File: src/rtl/bootmap_pkg.sv
package bootmap_pkg;
  // Memory class that the bank 0 decoder resolves to
  typedef enum logic [1:0] {
    TGT_NONE = 2'd0,
    TGT_ROM  = 2'd1,
    TGT_SRAM = 2'd2,
    TGT_EXT0 = 2'd3
  } tgt_e;
endpackage

File: src/rtl/bootmap_strap_cfg.sv
module bootmap_strap_cfg (
  input  logic clk,
  input  logic rst_n,
  input  logic strap_i,
  input  logic we_i,
  input  logic remap_wr_i,
  output logic captured_o,
  output logic boot_rom_o,
  output logic remap_o
);
  always_ff @(posedge clk or negedge rst_n) begin
    if (!rst_n) begin
      captured_o <= 1'b0;
      boot_rom_o <= 1'b0;
      remap_o    <= 1'b0;
    end else begin
      if (!captured_o) begin
        captured_o <= 1'b1;
        boot_rom_o <= strap_i;
      end
      if (we_i) remap_o <= remap_wr_i;
    end
  end

  // strap level is frozen once captured
  a_r8_strap_hold: assert property (@(posedge clk) disable iff (!rst_n)
    captured_o |=> $stable(boot_rom_o));
  // a write lands in the remap bit on the following edge
  a_r7_remap_load: assert property (@(posedge clk) disable iff (!rst_n)
    we_i |=> (remap_o == $past(remap_wr_i)));
  // capture happens exactly once after reset
  a_r8_capture_once: assert property (@(posedge clk) disable iff (!rst_n)
    captured_o |=> captured_o);
endmodule

File: src/rtl/bootmap_bank_dec.sv
module bootmap_bank_dec #(
  parameter int ADDR_W    = 32,
  parameter int BANK_W    = 4,
  parameter int EXT_N     = 8,
  parameter int EXT_FIRST = 1
) (
  input  logic [ADDR_W-1:0] addr_i,
  output logic              int_hit_o,
  output logic [EXT_N-1:0]  ext_hit_o
);
  logic [BANK_W-1:0] bank;
  assign bank      = addr_i[ADDR_W-1 -: BANK_W];
  assign int_hit_o = (bank == '0);

  for (genvar i = 0; i < EXT_N; i++) begin : g_ext
    assign ext_hit_o[i] = (bank == BANK_W'(EXT_FIRST + i));
  end
endmodule

File: src/rtl/bootmap_int_dec.sv
module bootmap_int_dec
  import bootmap_pkg::*;
#(
  parameter int OFS_W     = 28,
  parameter int REGION_W  = 20,
  parameter int ROM_SLOT  = 1,
  parameter int SRAM_SLOT = 2
) (
  input  logic [OFS_W-1:0] ofs_i,
  input  logic             remap_i,
  input  logic             boot_rom_i,
  output tgt_e             tgt_o,
  output logic [OFS_W-1:0] loc_ofs_o
);
  localparam int SLOT_W = OFS_W - REGION_W;

  logic [SLOT_W-1:0] slot;
  assign slot = ofs_i[OFS_W-1:REGION_W];

  always_comb begin
    tgt_o = TGT_NONE;
    if (slot == '0) begin
      if (remap_i)         tgt_o = TGT_SRAM;
      else if (boot_rom_i) tgt_o = TGT_ROM;
      else                 tgt_o = TGT_EXT0;
    end else if (slot == SLOT_W'(ROM_SLOT)) begin
      tgt_o = TGT_ROM;
    end else if (slot == SLOT_W'(SRAM_SLOT)) begin
      tgt_o = TGT_SRAM;
    end
    loc_ofs_o = (tgt_o == TGT_NONE) ? '0 : OFS_W'(ofs_i[REGION_W-1:0]);
  end
endmodule

File: src/rtl/bootmap_decoder.sv
module bootmap_decoder
  import bootmap_pkg::*;
#(
  parameter int ADDR_W    = 32,
  parameter int BANK_W    = 4,
  parameter int EXT_N     = 8,
  parameter int REGION_W  = 20,
  parameter int ROM_SLOT  = 1,
  parameter int SRAM_SLOT = 2,
  localparam int OFS_W    = ADDR_W - BANK_W
) (
  input  logic              clk,
  input  logic              rst_n,
  input  logic              boot_strap_i,
  input  logic              cfg_we_i,
  input  logic              cfg_remap_i,
  input  logic [ADDR_W-1:0] addr_i,
  input  logic              addr_valid_i,
  output logic              sel_rom_o,
  output logic              sel_sram_o,
  output logic [EXT_N-1:0]  sel_ext_o,
  output logic [OFS_W-1:0]  offset_o
);
  logic             captured, boot_rom, remap, int_hit, live;
  logic [EXT_N-1:0] ext_hit;
  tgt_e             tgt;
  logic [OFS_W-1:0] int_ofs;

  bootmap_strap_cfg u_cfg (
    .clk        (clk),
    .rst_n      (rst_n),
    .strap_i    (boot_strap_i),
    .we_i       (cfg_we_i),
    .remap_wr_i (cfg_remap_i),
    .captured_o (captured),
    .boot_rom_o (boot_rom),
    .remap_o    (remap)
  );

  bootmap_bank_dec #(
    .ADDR_W (ADDR_W), .BANK_W (BANK_W), .EXT_N (EXT_N), .EXT_FIRST (1)
  ) u_bank (
    .addr_i    (addr_i),
    .int_hit_o (int_hit),
    .ext_hit_o (ext_hit)
  );

  bootmap_int_dec #(
    .OFS_W (OFS_W), .REGION_W (REGION_W), .ROM_SLOT (ROM_SLOT), .SRAM_SLOT (SRAM_SLOT)
  ) u_int (
    .ofs_i      (addr_i[OFS_W-1:0]),
    .remap_i    (remap),
    .boot_rom_i (boot_rom),
    .tgt_o      (tgt),
    .loc_ofs_o  (int_ofs)
  );

  assign live       = addr_valid_i && captured;
  assign sel_rom_o  = live && int_hit && (tgt == TGT_ROM);
  assign sel_sram_o = live && int_hit && (tgt == TGT_SRAM);

  for (genvar i = 0; i < EXT_N; i++) begin : g_cs
    if (i == 0) begin : g_alias
      assign sel_ext_o[i] = live && (ext_hit[i] || (int_hit && tgt == TGT_EXT0));
    end else begin : g_plain
      assign sel_ext_o[i] = live && ext_hit[i];
    end
  end

  always_comb begin
    offset_o = '0;
    if (live) begin
      if (int_hit)        offset_o = int_ofs;
      else if (|ext_hit)  offset_o = addr_i[OFS_W-1:0];
    end
  end

  // never more than one select
  a_r9_onehot: assert property (@(posedge clk) disable iff (!rst_n)
    $onehot0({sel_rom_o, sel_sram_o, sel_ext_o}));
  // idle when unqualified
  a_r9_idle: assert property (@(posedge clk) disable iff (!rst_n)
    !(addr_valid_i && captured) |-> ({sel_rom_o, sel_sram_o, sel_ext_o} == '0 && offset_o == '0));
  // remap routes the zero window to SRAM
  a_r6_remap_sram: assert property (@(posedge clk) disable iff (!rst_n)
    (addr_valid_i && captured && remap && addr_i[ADDR_W-1:REGION_W] == '0) |-> sel_sram_o);
  // external bank decode
  a_r1_ext_bank: assert property (@(posedge clk) disable iff (!rst_n)
    (addr_valid_i && captured && addr_i[ADDR_W-1 -: BANK_W] >= BANK_W'(1)
     && addr_i[ADDR_W-1 -: BANK_W] <= BANK_W'(EXT_N))
    |-> (sel_ext_o == (EXT_N'(1) << (addr_i[ADDR_W-1 -: BANK_W] - BANK_W'(1)))));
endmodule

File: config.mk
export PLATFORM = sky130hd
export DESIGN_NAME = bootmap_decoder
export DESIGN_NICKNAME = d
export VERILOG_FILES = /design/src/rtl/bootmap_pkg.sv /design/src/rtl/bootmap_strap_cfg.sv /design/src/rtl/bootmap_bank_dec.sv /design/src/rtl/bootmap_int_dec.sv /design/src/rtl/bootmap_decoder.sv
export SDC_FILE = /design/constraint.sdc
export NUM_CORES = 1
export LEC_CHECK = 0
export BUFFER_PORTS_ARGS = -buffer_cell sky130_fd_sc_hd__buf_2
export CORE_ASPECT_RATIO = 1.5
export CORE_MARGIN = 1
export CORE_UTILIZATION = 48
export DETAILED_ROUTE_END_ITERATION = 10
export GPL_TIMING_DRIVEN = 0
export PLACE_DENSITY = 0.95
export SYNTH_ARGS = -nofsm -noshare
export SYNTH_HDL_FRONTEND = slang
export SYNTH_HIERARCHICAL = 1
export SYNTH_SLANG_ARGS = --single-unit
File: constraint.sdc
create_clock -name clk -period 3.01 [get_ports clk]
set_input_delay 0.4515 -clock clk [delete_from_list [all_inputs] [get_ports clk]]
set_output_delay 0.4515 -clock clk [all_outputs]
set_load 0.03 [all_outputs]
==> flow_summary.toml <==
[die]
die-area_sq_mm = 0.002955
io_pins = 76
placementRows = 22
die-height_microns = 66.08
start_util_pct = 51.88
die_w_microns = 44.72
design.core.area_sq_mm = 0.002532

[detailed_routing]
avgRoutedWirePerCell_microns = 12.23
vias = 1660
drt_wl_total_microns = 3816
viasPerCell = 5.321
drt_pass1_iterations = 7
antenna_left = 0
first_iter_violations = 30
drc = 1

[critical_path]
worst_ep_arrival_time_ns = 2.26
rr_startpoint = "u_cfg/captured_o$_DFF_PN0_"
cp_slowest_cell = "nor4_1"
start_kind = "input pin"
cp_slowest_stage_delay_ns = 0.50
critical_path_class = "input pin to output pin"
reg2reg_depth = 1
crit_required_ns = 2.56
r2r_slack_ns = 2.09
cp_max_fo = 10
end_kind = "output pin"
crit_path_cell_trace = "buf_2, nor4_1, clkbuf_1, clkbuf_1, nand3_1, o21ai_2, buf_2"
r2r_end = "u_cfg/boot_rom_o$_DFFE_PN0N_"

[synthesis]
yosysUniqueCellTypes = 30
synth_edf_count = 0
yosys_register_bits = 3
synth-async-reset-ratio_pct = 100.0
syn_area_sq_mm = 0.001314
netlist_instances = 190
synth_ff_type = "dfrtp_1"
ys_warn_count = 6
ys_seq_area_share_pct = 5.714
syn_area_per_cell_sq_um = 6.915

[layout]
area_delta_synth_final_pct = 36.00
diodes = 0
drive_above_1_share_pct = 46.38
final_net_count = 315

[global_route]
grt_pass1_vias = 1496
antenna_found_initial = 0
grt_pass1_wl_microns = 5913
grt.overflow.total = 0
grt_start_max_net_pins = 11
track_usage_pct = 25.37

[clocking]
cts_sinks = 3
cts_tree = "done"
cts.hold.buffers_added = 0
clk_pin_slew_ns = 0.04
ctsRootBufferMaster = "clkbuf_4"
cts-resized-gates = 0
cts_setup_buffers = 0
cts_buffers = 3
cts_max_level = 1
cts_max_path_buffers = 2
worstSkewPairLatency_ns = 0.23

[timing]
worst-slew-pin-transition_ns = 0.5149
period_minus_slack_ns = 2.715
final_hold_viol_count = 0
drv_slew = 0
fmax_mhz = 368.3
rsz0062_at_grt = "false"
slew_headroom_pct = 65.36
min_period_over_period_pct = 90.20
clock_skew_ns = 0.004195
holdWs_ns = 0.006587
fin_tns_setup_ns = 0
finalSetupViolCount = 0

[place]
place_congestion = 0.8091
hpwl_microns = 2988
io_buffers = 75

[outcome]
violations = "design-rule violations"
status = "finished, violations left"

[hold_path]
hold_path_class = "input pin to asynchronous set/reset pin"

[power_and_ir_drop]
p_leak_nw = 0.8971
finalPower_mw = 0.3249
max-vdd-ir-drop_uv = 185.6
power_density_mw_per_mm2 = 181.8

[run]
maxCapViolCount = 0
## cell type report
| cell class | count | area [sq um] |
|---|---|---|
| Clock buffer | 4 | 26.28 |
| Fill cell | 233 | 745.7 |
| Inverter | 21 | 78.83 |
| Timing Repair Buffer | 75 | 375.4 |
| Buffer | 26 | 180.2 |
| Sequential cell | 3 | 75.07 |
| Multi-Input combinational cell | 147 | 1006 |
| Tap cell | 36 | 45.04 |
## registers in the layout, indices dropped and copies added (netlist names)
signal / count
u_cfg/boot_rom_o: 1
u_cfg/captured_o: 1
u_cfg/remap_o: 1
## layer usage
metal  routed length, microns  global-route usage, %  vias up
met5                        0                      0        -
met4                       14                  6.061        0
met3                      198                  1.093        2
met2                     2232                  53.13       51
met1                     1370                  25.41      767
li1                         -                      -      840
## power by group
part | total, mW | internal (mW) | switching (mW) | leakage, nW
combinational | 0.206 | 0.0834 | 0.123 | 0.847
sequential | 0.0483 | 0.0440 | 0.00435 | 0.0350
clock | 0.0703 | 0.0497 | 0.0206 | 0.0150
total | 0.325 | 0.177 | 0.148 | 0.897
## cell usage in the layout (no fill, tap or decap), drive strengths merged, types with 3 or more instances in the layout
cell type,synthesis,layout
and3,7,7
nand3b,28,28
buf,16,91
nor3,20,20
or4,3,3
inv,21,21
nand3,28,28
o21ai,28,28
nor4b,4,4
clkbuf,10,14
nor2,3,3
conb,2,9
dfrtp,3,3
and4bb,3,3
## Yosys cell counts (3+ instances only)
library cell	instances	area, sq um
buf_4	8	60.06
clkbuf_1	10	37.54
and4bb_2	3	37.54
nor3_1	20	100.1
o21ai_2	20	175.2
nand3_1	28	140.1
nor4b_1	4	35.03
dfrtp_1	3	75.07
buf_2	4	20.02
o21ai_0	8	40.04
inv_1	21	78.83
or4_4	3	33.78
and3_1	6	37.54
nand3b_1	28	210.2
## how the worst max path moves through the flow
| stage | start | to | slack [ns] | depth (start not counted) |
|---|---|---|---|---|
| floorplan | addr_i[27] | sel_sram_o | 0.35 | 3 |
| global placement | addr_i[28] | offset_o[17] | 0.34 | 7 |
| detailed placement | addr_i[28] | offset_o[19] | 0.29 | 7 |
| CTS | addr_i[28] | offset_o[19] | 0.29 | 7 |
| global route | addr_i[28] | offset_o[19] | 0.14 | 7 |
| finish | addr_i[28] | offset_o[19] | 0.29 | 7 |
## cell families after synthesis
kind of cell           synth area share, %
AOI/OAI and AO/OA                    19.81
buffers and inverters                19.72
other                               0.5716
DFF                                  5.714
and+or+nand+nor                      51.91
muxes                                2.286
## through the flow
stage,worst slack (ns),utilization (%),instances,cell area (sq um)
global placement,0.3391,69.52,308,1760
floorplan,0.3483,-,197,1340
detailed placement,0.2874,69.52,308,1760
CTS,0.2876,70.55,312,1787
finish,0.2950,70.55,312,1787
global route,0.1381,70.55,312,1787
## worst max-delay path: cells and delay by family
family                 cells  cell delay, ns
AOI/OAI and AO/OA          1            0.09
buffers and inverters      4            1.05
and+or+nand+nor            2            0.66
Note: power is estimated with default switching activity, not from simulation.
